<file path="src/rtl/pcseq_pkg.sv">
package pcseq_pkg;
  typedef enum logic [2:0] {
    EV_SEQ, EV_BRANCH, EV_LOOP_BACK, EV_LOOP_EXIT,
    EV_BKPT, EV_ADDR_ERR, EV_RSV, EV_FAULT
  } pc_ev_e;
endpackage

</file>
<file path="src/rtl/pcseq_loop.sv">
module pcseq_loop #(
  parameter int PC_W  = 16,
  parameter int CNT_W = 16
) (
  input  logic             rpt_en_i,
  input  logic [PC_W-1:0]  pc_i,
  input  logic [PC_W-1:0]  rpt_end_i,
  input  logic [CNT_W-1:0] rpt_cnt_i,
  output logic             hit_o,
  output logic             last_o,
  output logic [CNT_W-1:0] cnt_nxt_o
);
  assign hit_o     = rpt_en_i && (pc_i == rpt_end_i);
  assign last_o    = rpt_cnt_i <= CNT_W'(1);
  assign cnt_nxt_o = last_o ? '0 : rpt_cnt_i - CNT_W'(1);
endmodule

</file>
<file path="src/rtl/pcseq_arb.sv">
module pcseq_arb import pcseq_pkg::*; (
  input  logic   fault_i,
  input  logic   addr_err_i,
  input  logic   rsv_i,
  input  logic   bkpt_hit_i,
  input  logic   br_i,
  input  logic   loop_hit_i,
  input  logic   loop_last_i,
  output pc_ev_e ev_o
);
  // priority: fault > addr err > reserved > breakpoint > branch > loop
  always_comb begin
    if (fault_i)         ev_o = EV_FAULT;
    else if (addr_err_i) ev_o = EV_ADDR_ERR;
    else if (rsv_i)      ev_o = EV_RSV;
    else if (bkpt_hit_i) ev_o = EV_BKPT;
    else if (br_i)       ev_o = EV_BRANCH;
    else if (loop_hit_i) ev_o = loop_last_i ? EV_LOOP_EXIT : EV_LOOP_BACK;
    else                 ev_o = EV_SEQ;
  end
endmodule

</file>
<file path="src/rtl/pc_sequencer.sv">
module pc_sequencer import pcseq_pkg::*; #(
  parameter int          PC_W     = 16,
  parameter int          CNT_W    = 16,
  parameter int          PSW_W    = 16,
  parameter logic [31:0] RESET_PC = 32'h0000_FFC0,
  parameter logic [31:0] AE_VEC   = 32'h0000_FFC4,
  parameter logic [31:0] RIE_VEC  = 32'h0000_FFC2,
  parameter logic [31:0] DBG_VEC  = 32'h0000_FFC8,
  parameter int          SM_BIT   = 15,
  parameter int          F0_BIT   = 3,
  parameter int          F1_BIT   = 2,
  parameter int          C_BIT    = 0
) (
  input  logic              clk_i,
  input  logic              rst_ni,
  input  logic              issue_i,
  input  logic              fetch_fault_i,
  input  logic              addr_err_i,
  input  logic              rsv_insn_i,
  input  logic              br_taken_i,
  input  logic [PC_W-1:0]   br_target_i,
  input  logic              rpt_en_i,
  input  logic [PC_W-1:0]   rpt_start_i,
  input  logic [PC_W-1:0]   rpt_end_i,
  input  logic [CNT_W-1:0]  rpt_cnt_i,
  input  logic              dbg_en_i,
  input  logic [PC_W-1:0]   bkpt_addr_i,
  input  logic [PSW_W-1:0]  psw_i,
  output logic [PC_W-1:0]   pc_o,
  output logic [PC_W+1:0]   fetch_addr_o,
  output logic              rpt_en_o,
  output logic [CNT_W-1:0]  rpt_cnt_o,
  output logic              rpt_upd_o,
  output logic [PSW_W-1:0]  psw_o,
  output logic              psw_wr_o,
  output logic              bus_err_o
);
  localparam logic [PC_W-1:0]  RST_PC   = RESET_PC[PC_W-1:0];
  localparam logic [PC_W-1:0]  AE_PC    = AE_VEC[PC_W-1:0];
  localparam logic [PC_W-1:0]  RIE_PC   = RIE_VEC[PC_W-1:0];
  localparam logic [PC_W-1:0]  DBG_PC   = DBG_VEC[PC_W-1:0];
  localparam logic [PSW_W-1:0] KEEP_EXC = (PSW_W'(1) << F0_BIT) | (PSW_W'(1) << F1_BIT)
                                        | (PSW_W'(1) << C_BIT);
  localparam logic [PSW_W-1:0] KEEP_DBG = PSW_W'(1) << SM_BIT;

  logic [PC_W-1:0]  pc_q, pc_inc, pc_nxt;
  logic [CNT_W-1:0] cnt_q, cnt_nxt;
  logic [PSW_W-1:0] psw_q;
  logic             ren_q, rupd_q, pwr_q, berr_q;
  logic             bkpt_hit, loop_hit, loop_last;
  pc_ev_e           ev;

  assign pc_inc   = pc_q + PC_W'(1);
  assign bkpt_hit = dbg_en_i && (pc_q == bkpt_addr_i);

  pcseq_loop #(.PC_W(PC_W), .CNT_W(CNT_W)) u_loop (
    .rpt_en_i  (rpt_en_i),
    .pc_i      (pc_q),
    .rpt_end_i (rpt_end_i),
    .rpt_cnt_i (rpt_cnt_i),
    .hit_o     (loop_hit),
    .last_o    (loop_last),
    .cnt_nxt_o (cnt_nxt)
  );

  pcseq_arb u_arb (
    .fault_i     (fetch_fault_i),
    .addr_err_i  (addr_err_i),
    .rsv_i       (rsv_insn_i),
    .bkpt_hit_i  (bkpt_hit),
    .br_i        (br_taken_i),
    .loop_hit_i  (loop_hit),
    .loop_last_i (loop_last),
    .ev_o        (ev)
  );

  always_comb begin
    unique case (ev)
      EV_FAULT:     pc_nxt = pc_q;
      EV_ADDR_ERR:  pc_nxt = AE_PC;
      EV_RSV:       pc_nxt = RIE_PC;
      EV_BKPT:      pc_nxt = DBG_PC;
      EV_BRANCH:    pc_nxt = br_target_i;
      EV_LOOP_BACK: pc_nxt = rpt_start_i;
      default:      pc_nxt = pc_inc;
    endcase
  end

  always_ff @(posedge clk_i or negedge rst_ni) begin
    if (!rst_ni) begin
      pc_q   <= RST_PC;
      cnt_q  <= '0;
      ren_q  <= 1'b0;
      psw_q  <= '0;
      rupd_q <= 1'b0;
      pwr_q  <= 1'b0;
      berr_q <= 1'b0;
    end else begin
      rupd_q <= 1'b0;
      pwr_q  <= 1'b0;
      berr_q <= 1'b0;
      if (issue_i) begin
        pc_q <= pc_nxt;
        unique case (ev)
          EV_LOOP_BACK, EV_LOOP_EXIT: begin
            cnt_q  <= cnt_nxt;
            ren_q  <= (ev == EV_LOOP_BACK);
            rupd_q <= 1'b1;
          end
          EV_ADDR_ERR, EV_RSV: begin
            psw_q <= psw_i & KEEP_EXC;
            pwr_q <= 1'b1;
          end
          EV_BKPT: begin
            psw_q <= psw_i & KEEP_DBG;
            pwr_q <= 1'b1;
          end
          EV_FAULT: berr_q <= 1'b1;
          default: ;
        endcase
      end
    end
  end

  assign pc_o         = pc_q;
  assign fetch_addr_o = {pc_q, 2'b00};
  assign rpt_en_o     = ren_q;
  assign rpt_cnt_o    = cnt_q;
  assign rpt_upd_o    = rupd_q;
  assign psw_o        = psw_q;
  assign psw_wr_o     = pwr_q;
  assign bus_err_o    = berr_q;
endmodule

</file>
<file path="config.mk">
export PLATFORM = sky130hd
export DESIGN_NAME = pc_sequencer
export DESIGN_NICKNAME = d
export VERILOG_FILES = /design/src/rtl/pcseq_pkg.sv /design/src/rtl/pcseq_loop.sv /design/src/rtl/pcseq_arb.sv /design/src/rtl/pc_sequencer.sv
export SDC_FILE = /design/constraint.sdc
export NUM_CORES = 1
export LEC_CHECK = 0
export BUFFER_PORTS_ARGS = -buffer_cell sky130_fd_sc_hd__buf_4
export CELL_PAD_IN_SITES_DETAIL_PLACEMENT = 0
export CELL_PAD_IN_SITES_GLOBAL_PLACEMENT = 1
export CORE_ASPECT_RATIO = 0.75
export CORE_MARGIN = 2
export CORE_UTILIZATION = 30
export CTS_CLUSTER_SIZE = 28
export DETAILED_ROUTE_END_ITERATION = 10
export GPL_ROUTABILITY_DRIVEN = 0
export HOLD_SLACK_MARGIN = 0.08
export PLACE_DENSITY_LB_ADDON = 0.1
export SETUP_SLACK_MARGIN = 0.5
export SLEW_MARGIN = 5
export SYNTH_ARGS = -nofsm -noshare
export SYNTH_HDL_FRONTEND = slang
export SYNTH_HIERARCHICAL = 1
export SYNTH_SLANG_ARGS = --single-unit
</file>
<file path="constraint.sdc">
create_clock -name clk_i -period 2.8 [get_ports clk_i]
set_input_delay 0.14 -clock clk_i [delete_from_list [all_inputs] [get_ports clk_i]]
set_output_delay 0.14 -clock clk_i [all_outputs]
set_load 0.005 [all_outputs]
</file>
[After elaboration in Yosys (flattened, before gate mapping)]
Index checks and enable logic that the tools add are counted.
Word-level totals
  bits in registers: 52
  bits of input ports: 105
  output and inout port bits: 70
  logic and storage cells: 45
Operators by class
  add/sub/neg operators: 2
  order comparisons: 1
  equality and inequality tests: 9
  muxes and demuxes: 16
  bitwise gates (word level): 1
  reduce and logical (&&, ||, !) cells: 9
Operators with widths (number)
  $pmux 16 s6: 1
  $eq 16x16->1: 2
  $pmux 16 s2: 1
  $mux 3: 6
  $add 16x1->16 const B: 1
  $le 16x1->1 const B: 1
  $mux 16: 1
  $sub 16x1->16 const B: 1
  $eq 3x3->1 const B: 4
  $mux 1: 7
  $eq 3x2->1 const B: 2
  $reduce_and 2->1: 3
  $reduce_or 2->1: 2
  $eq 3x1->1 const B: 1
  $reduce_or 3->1: 1
  $logic_and 1x1->1: 2
  $reduce_bool 2->1: 1
  $not 1->1: 1

[Depth between registers and ports, before layout]
  depth after elaboration: 12
  mapped depth: 13
  depth with buffers taken out: 10

[By module]
Netlist, hierarchy kept.
By module, submodules not included
  pc_sequencer: instances 1, cells an instance 292, area each 2733.9 µm², seq. area each 1013.5 µm²
  pcseq_loop: instances 1, cells an instance 81, area each 588.1 µm², seq. area each 0.0 µm²
  pcseq_arb: instances 1, cells an instance 8, area each 51.3 µm², seq. area each 0.0 µm²

[Least setup slack after synthesis]
No wires, ideal clock.
  path kind: flip-flop to flip-flop
  from: reg pc_q[2] (netlist: pc_o[2])
  to: reg pc_q[13] (netlist: pc_o[13])
  library setup time: 80 ps
  data arrival time: 2906 ps
  data required time: 2720 ps
  slack: -186 ps
  cell stages (with the launch flop): 14
  buffers on the path: 3
  clock period less this slack: 2986 ps
  cells stage by stage: dfrtp_1 > buf_2 > xor2_1 > nor4_1 > nand4_1 > nor4_1 > nor4b_2 > a211o_1 > buf_6 > nor2b_4 > buf_6 > a221o_1 > a211o_1 > o221a_2
On the way
  elaborated cells between the ends (all ways): 20
  classes of those cells: add/sub: 1; eq/ne: 8; mux: 7; bitwise: 1; reduce/logical: 3
RTL lines
  from (decl): line pc_sequencer.sv:46  | logic [PC_W-1:0] pc_q, pc_inc, pc_nxt;
  from (signal assigned): line pc_sequencer.sv:103  | pc_q <= pc_nxt;
  $eq 16x16->1 *: line pc_sequencer.sv:54  | assign bkpt_hit = dbg_en_i && (pc_q == bkpt_addr_i);
  $logic_and 1x1->1 *: line pc_sequencer.sv:54
  named net bkpt_hit: line pc_sequencer.sv:50  | logic bkpt_hit, loop_hit, loop_last;
  $mux 3 *: line pcseq_arb.sv:16  | else if (bkpt_hit_i) ev_o = EV_BKPT;
  $mux 3 *: line pcseq_arb.sv:15  | else if (rsv_i) ev_o = EV_RSV;
  $mux 3 *: line pcseq_arb.sv:14  | else if (addr_err_i) ev_o = EV_ADDR_ERR;
  $mux 3 *: line pcseq_arb.sv:13  | if (fault_i) ev_o = EV_FAULT;
  named net ev[1]: line pc_sequencer.sv:51  | pc_ev_e ev;
  parallel branches: the longest is 3 deep, another holds $pmux 16 s6
Mark *: on every way through the listed nets, which the timed path passes.
A chain may end at the register's enable or synchronous reset.

[Worst setup path after layout]
  from: reg pc_q[15] (netlist: pc_o[15])
  to: reg pc_q[10] (netlist: pc_o[10])
On the way
  longest elaborated chain between the ends: 11
  elaborated cells between the ends (all ways): 19
  classes of those cells: eq/ne: 8; mux: 7; bitwise: 1; reduce/logical: 3
Ends and longest elaborated chain
  $eq 16x16->1 *: line pcseq_loop.sv:13  | assign hit_o = rpt_en_i && (pc_i == rpt_end_i);
  $logic_and 1x1->1 *: line pcseq_loop.sv:13
  named net loop_hit: line pc_sequencer.sv:50
  $mux 3 *: line pcseq_arb.sv:18  | else if (loop_hit_i) ev_o = loop_last_i ? EV_LOOP_EXIT : EV_LOOP_BACK;
  $mux 3 *: line pcseq_arb.sv:17  | else if (br_i) ev_o = EV_BRANCH;
  $mux 3 *: line pcseq_arb.sv:16
  $mux 3 *: line pcseq_arb.sv:15
  $mux 3 *: line pcseq_arb.sv:14
  $mux 3 *: line pcseq_arb.sv:13
  named net ev[1]: line pc_sequencer.sv:51
  parallel branches: the longest is 3 deep, another holds $pmux 16 s6
Marks and branches as above.

==> qor.yml <==
skew_ns: 0.00952
status: "complete, but fails checks"
drv_slew: 0
dieHeight_um: 95.8
die_w_um: 126
first_pass_iters: 4
wl_per_cell_um: 17.0
numClockSinks: 40
grt_max_degree: 41
finalWirelength_mm: 12.1
synthTopCellsByArea: "dfrtp_1, dfstp_2, xnor2_1, buf_4, mux2_2"
place_hpwl_mm: 9.29
setup_viol: 19
synth_edf_count: 0
via_count: 3526
worst_slew_pin_slew_ns: 0.526
rows: 33
cts_tree: "built"
fin_crit_sh_pct: 102
cellLeakagePower_uw: 0.00254
hold_path_depth: 3
setup_slack_ns: -0.0627
portBuffers: 148
track_usage_pct: 18.8
timing.rr.end: "pc_o[10]"
ys_types: 60
final_antenna_net_count: 0
grt_pass1_wl_mm: 17.7
clk_latency_ns: 0.28
async_flop_share_pct: 100
cts-htree-levels: 2
overflow: 0
hp-class: "primary input to register"
powerDensity_nw_per_um2: 471
grt_antenna_before_repair: 0
cap_violations: 0
synth_top_cell_by_area: "dfrtp_1"
viasPerCell: 4.92
hp-start: "psw_i[15]"
relSlewSlack_pct: 64.9
avgSynthCellArea_um2: 8.85
whs_ns: 0.102
mostFrequentLayoutCells: "buf_4, xnor2_1, dfrtp_1, nor2_1, nand2_1"
syn_inst: 381
final_hold_viol_count: 0
startpoint_type: "register"
cts_buffers: 5
yosys_warnings: 6
clkTransAtPathRegs_ns: 0.06
coreArea_um2: 10900
area_growth_pct: 65.4
p_total_uw: 2630
cp-end-kind: "register"
cpLargestDelayFamily: "simple AND/OR/NAND/NOR gates"
synth_ff_type: "dfrtp_1"
fmax_ghz: 0.349
fp.dieArea_um2: 12100
stdcell_area_um2: 5580
yosysSeqAreaShare_pct: 30.0
cts_root_buf: "clkbuf_16"
r2r-start: "pc_o[15]"
rsz0062_at_grt: "yes"
grt_pass1_vias: 3291
crit_type: "register to register"
drive_above_1_share_pct: 55.2
start_util_pct: 30.8
min_period_ns: 2.86
place_area_um2: 4860
arrival_ns: 3.07
crit_chain: "xor2_1 > nor4_1 > nand4_1 > nor4_4 > nor4b_4 > a211o_1 > buf_6 > nor2b_4 > a22oi_4 > or4b_1 > o221a_4"
netlist.area_leader.share_pct: 22.3
netlist_area_um2: 3370
num-nets-final: 683
critPathBufInv: 1
cp_max_fo: 8
drt_iter0_drc: 194
failed_checks: "negative setup slack"
diodes: 0
max_stage_delay_ns: 0.56
drc_errors: 0
cts_buffer_depth: 2
cp.depth: 11
ys_ff_latch: 40
critPathSlowestCell: "dfstp_2"
io_pins: 175
final_common_cell: "buf_4"
r2r_slack_ns: -0.06
ir_drop_mv: 0.226
worstRegToRegCells: 11
worstPathRequired_ns: 3.00
min_to: "psw_o[15]"
-- power breakdown --
| part | internal [uW] | switching [uW] | leakage, uW |
|---|---|---|---|
| registers | 711 | 112 | 0.000475 |
| logic | 645 | 507 | 0.00199 |
| clock network | 420 | 235 | 0.0000808 |
| total | 1780 | 854 | 0.00254 |
-- per-stage QoR --
step	utilization [%]	setup slack [ns]	cells	TNS, ns
after global routing	51.0	-0.239	716	-4.69
after floorplan	-	0.0296	394	0
after detailed placement	44.4	-0.227	691	-3.14
final	51.0	-0.0627	716	-0.425
after global placement	44.4	-0.0519	691	-0.253
after CTS	47.5	-0.0347	707	-0.292
-- area by class of cell --
| cell class | instances | area [um^2] |
|---|---|---|
| Tap cell | 140 | 175 |
| Clock inverter | 2 | 35.0 |
| Inverter | 18 | 67.6 |
| Fill cell | 1025 | 5360 |
| Multi-Input combinational cell | 289 | 2340 |
| Clock buffer | 6 | 129 |
| Timing Repair Buffer | 221 | 1820 |
| Sequential cell | 40 | 1010 |
-- cell usage after synthesis (all sizes together) (2+ instances only) --
| cell | n |
|---|---|
| a211o | 2 |
| a211oi | 2 |
| a21oi | 24 |
| a221o | 7 |
| a221oi | 3 |
| a22o | 2 |
| a22oi | 3 |
| a2bb2oi | 2 |
| and2 | 3 |
| and3 | 5 |
| and4 | 3 |
| buf | 45 |
| clkbuf | 2 |
| dfrtp | 30 |
| dfstp | 10 |
| ha | 3 |
| inv | 18 |
| mux2 | 17 |
| mux2i | 2 |
| nand2 | 25 |
| nand2b | 2 |
| nand3 | 9 |
| nand4 | 11 |
| nor2 | 31 |
| nor2b | 6 |
| nor3 | 11 |
| nor3b | 2 |
| nor4 | 10 |
| nor4b | 2 |
| o21ai | 17 |
| o221a | 3 |
| o22a | 3 |
| o22ai | 4 |
| o2bb2ai | 3 |
| o31ai | 2 |
| xnor2 | 30 |
| xor2 | 14 |
-- worst max path at each step --
stage	from	to	slack, ns
finish	pc_o[15]	pc_o[10]	-0.06
global route	pc_o[6]	pc_o[11]	-0.24
CTS	pc_o[10]	pc_o[10]	-0.03
detailed placement	pc_o[15]	pc_o[3]	-0.23
global placement	pc_o[15]	pc_o[10]	-0.05
floorplan	pc_o[10]	pc_o[13]	0.03
-- state kept, by name, indices dropped and copies added, names as in the netlist --
name / cells
pc_o: 16
rpt_cnt_o: 16
psw_o: 4
bus_err_o: 1
psw_wr_o: 1
rpt_en_o: 1
rpt_upd_o: 1
-- metal layers --
layer | global-route usage [%] | share of wire [%] | vias up
met5 | 0 | 0 | -
met4 | 3.02 | 0.59 | 0
met3 | 4.45 | 6.3 | 8
met2 | 27.7 | 43 | 134
met1 | 28.1 | 50 | 1672
li1 | - | - | 1712
-- cell families (layout without fill, tap and decap cells) --
group	Yosys count	in the layout	share of synthesized area, %
and+or+nand+nor	125	125	21.7
AOI/OAI and AO/OA	84	84	17.4
buffers and inverters	65	247	11.9
xor gates and xnor gates	44	44	11.4
DFF	40	40	30.0
muxes	19	19	6.27
adders and majority gates	3	3	1.11
other	1	14	0.111
-- what timing repair did --
item / CTS / global route
gates cloned: 1 / 2
gates resized for setup: 26 / 59
hold buffers: 1 / 0
hold endpoints to repair: 30 / 0
setup endpoints to repair: 40 / 40
pin swaps: 9 / 21
buffers inserted: 6 / 7
-- tightest hold or removal path, delay by kind of cell --
family | cells | cell delay, ns
AO/OA/AOI/OAI | 1 | 0.07
buffers and inverters | 1 | 0.08
AND/OR/NAND/NOR | 1 | 0.05
Power figures use the tool's default switching activity.
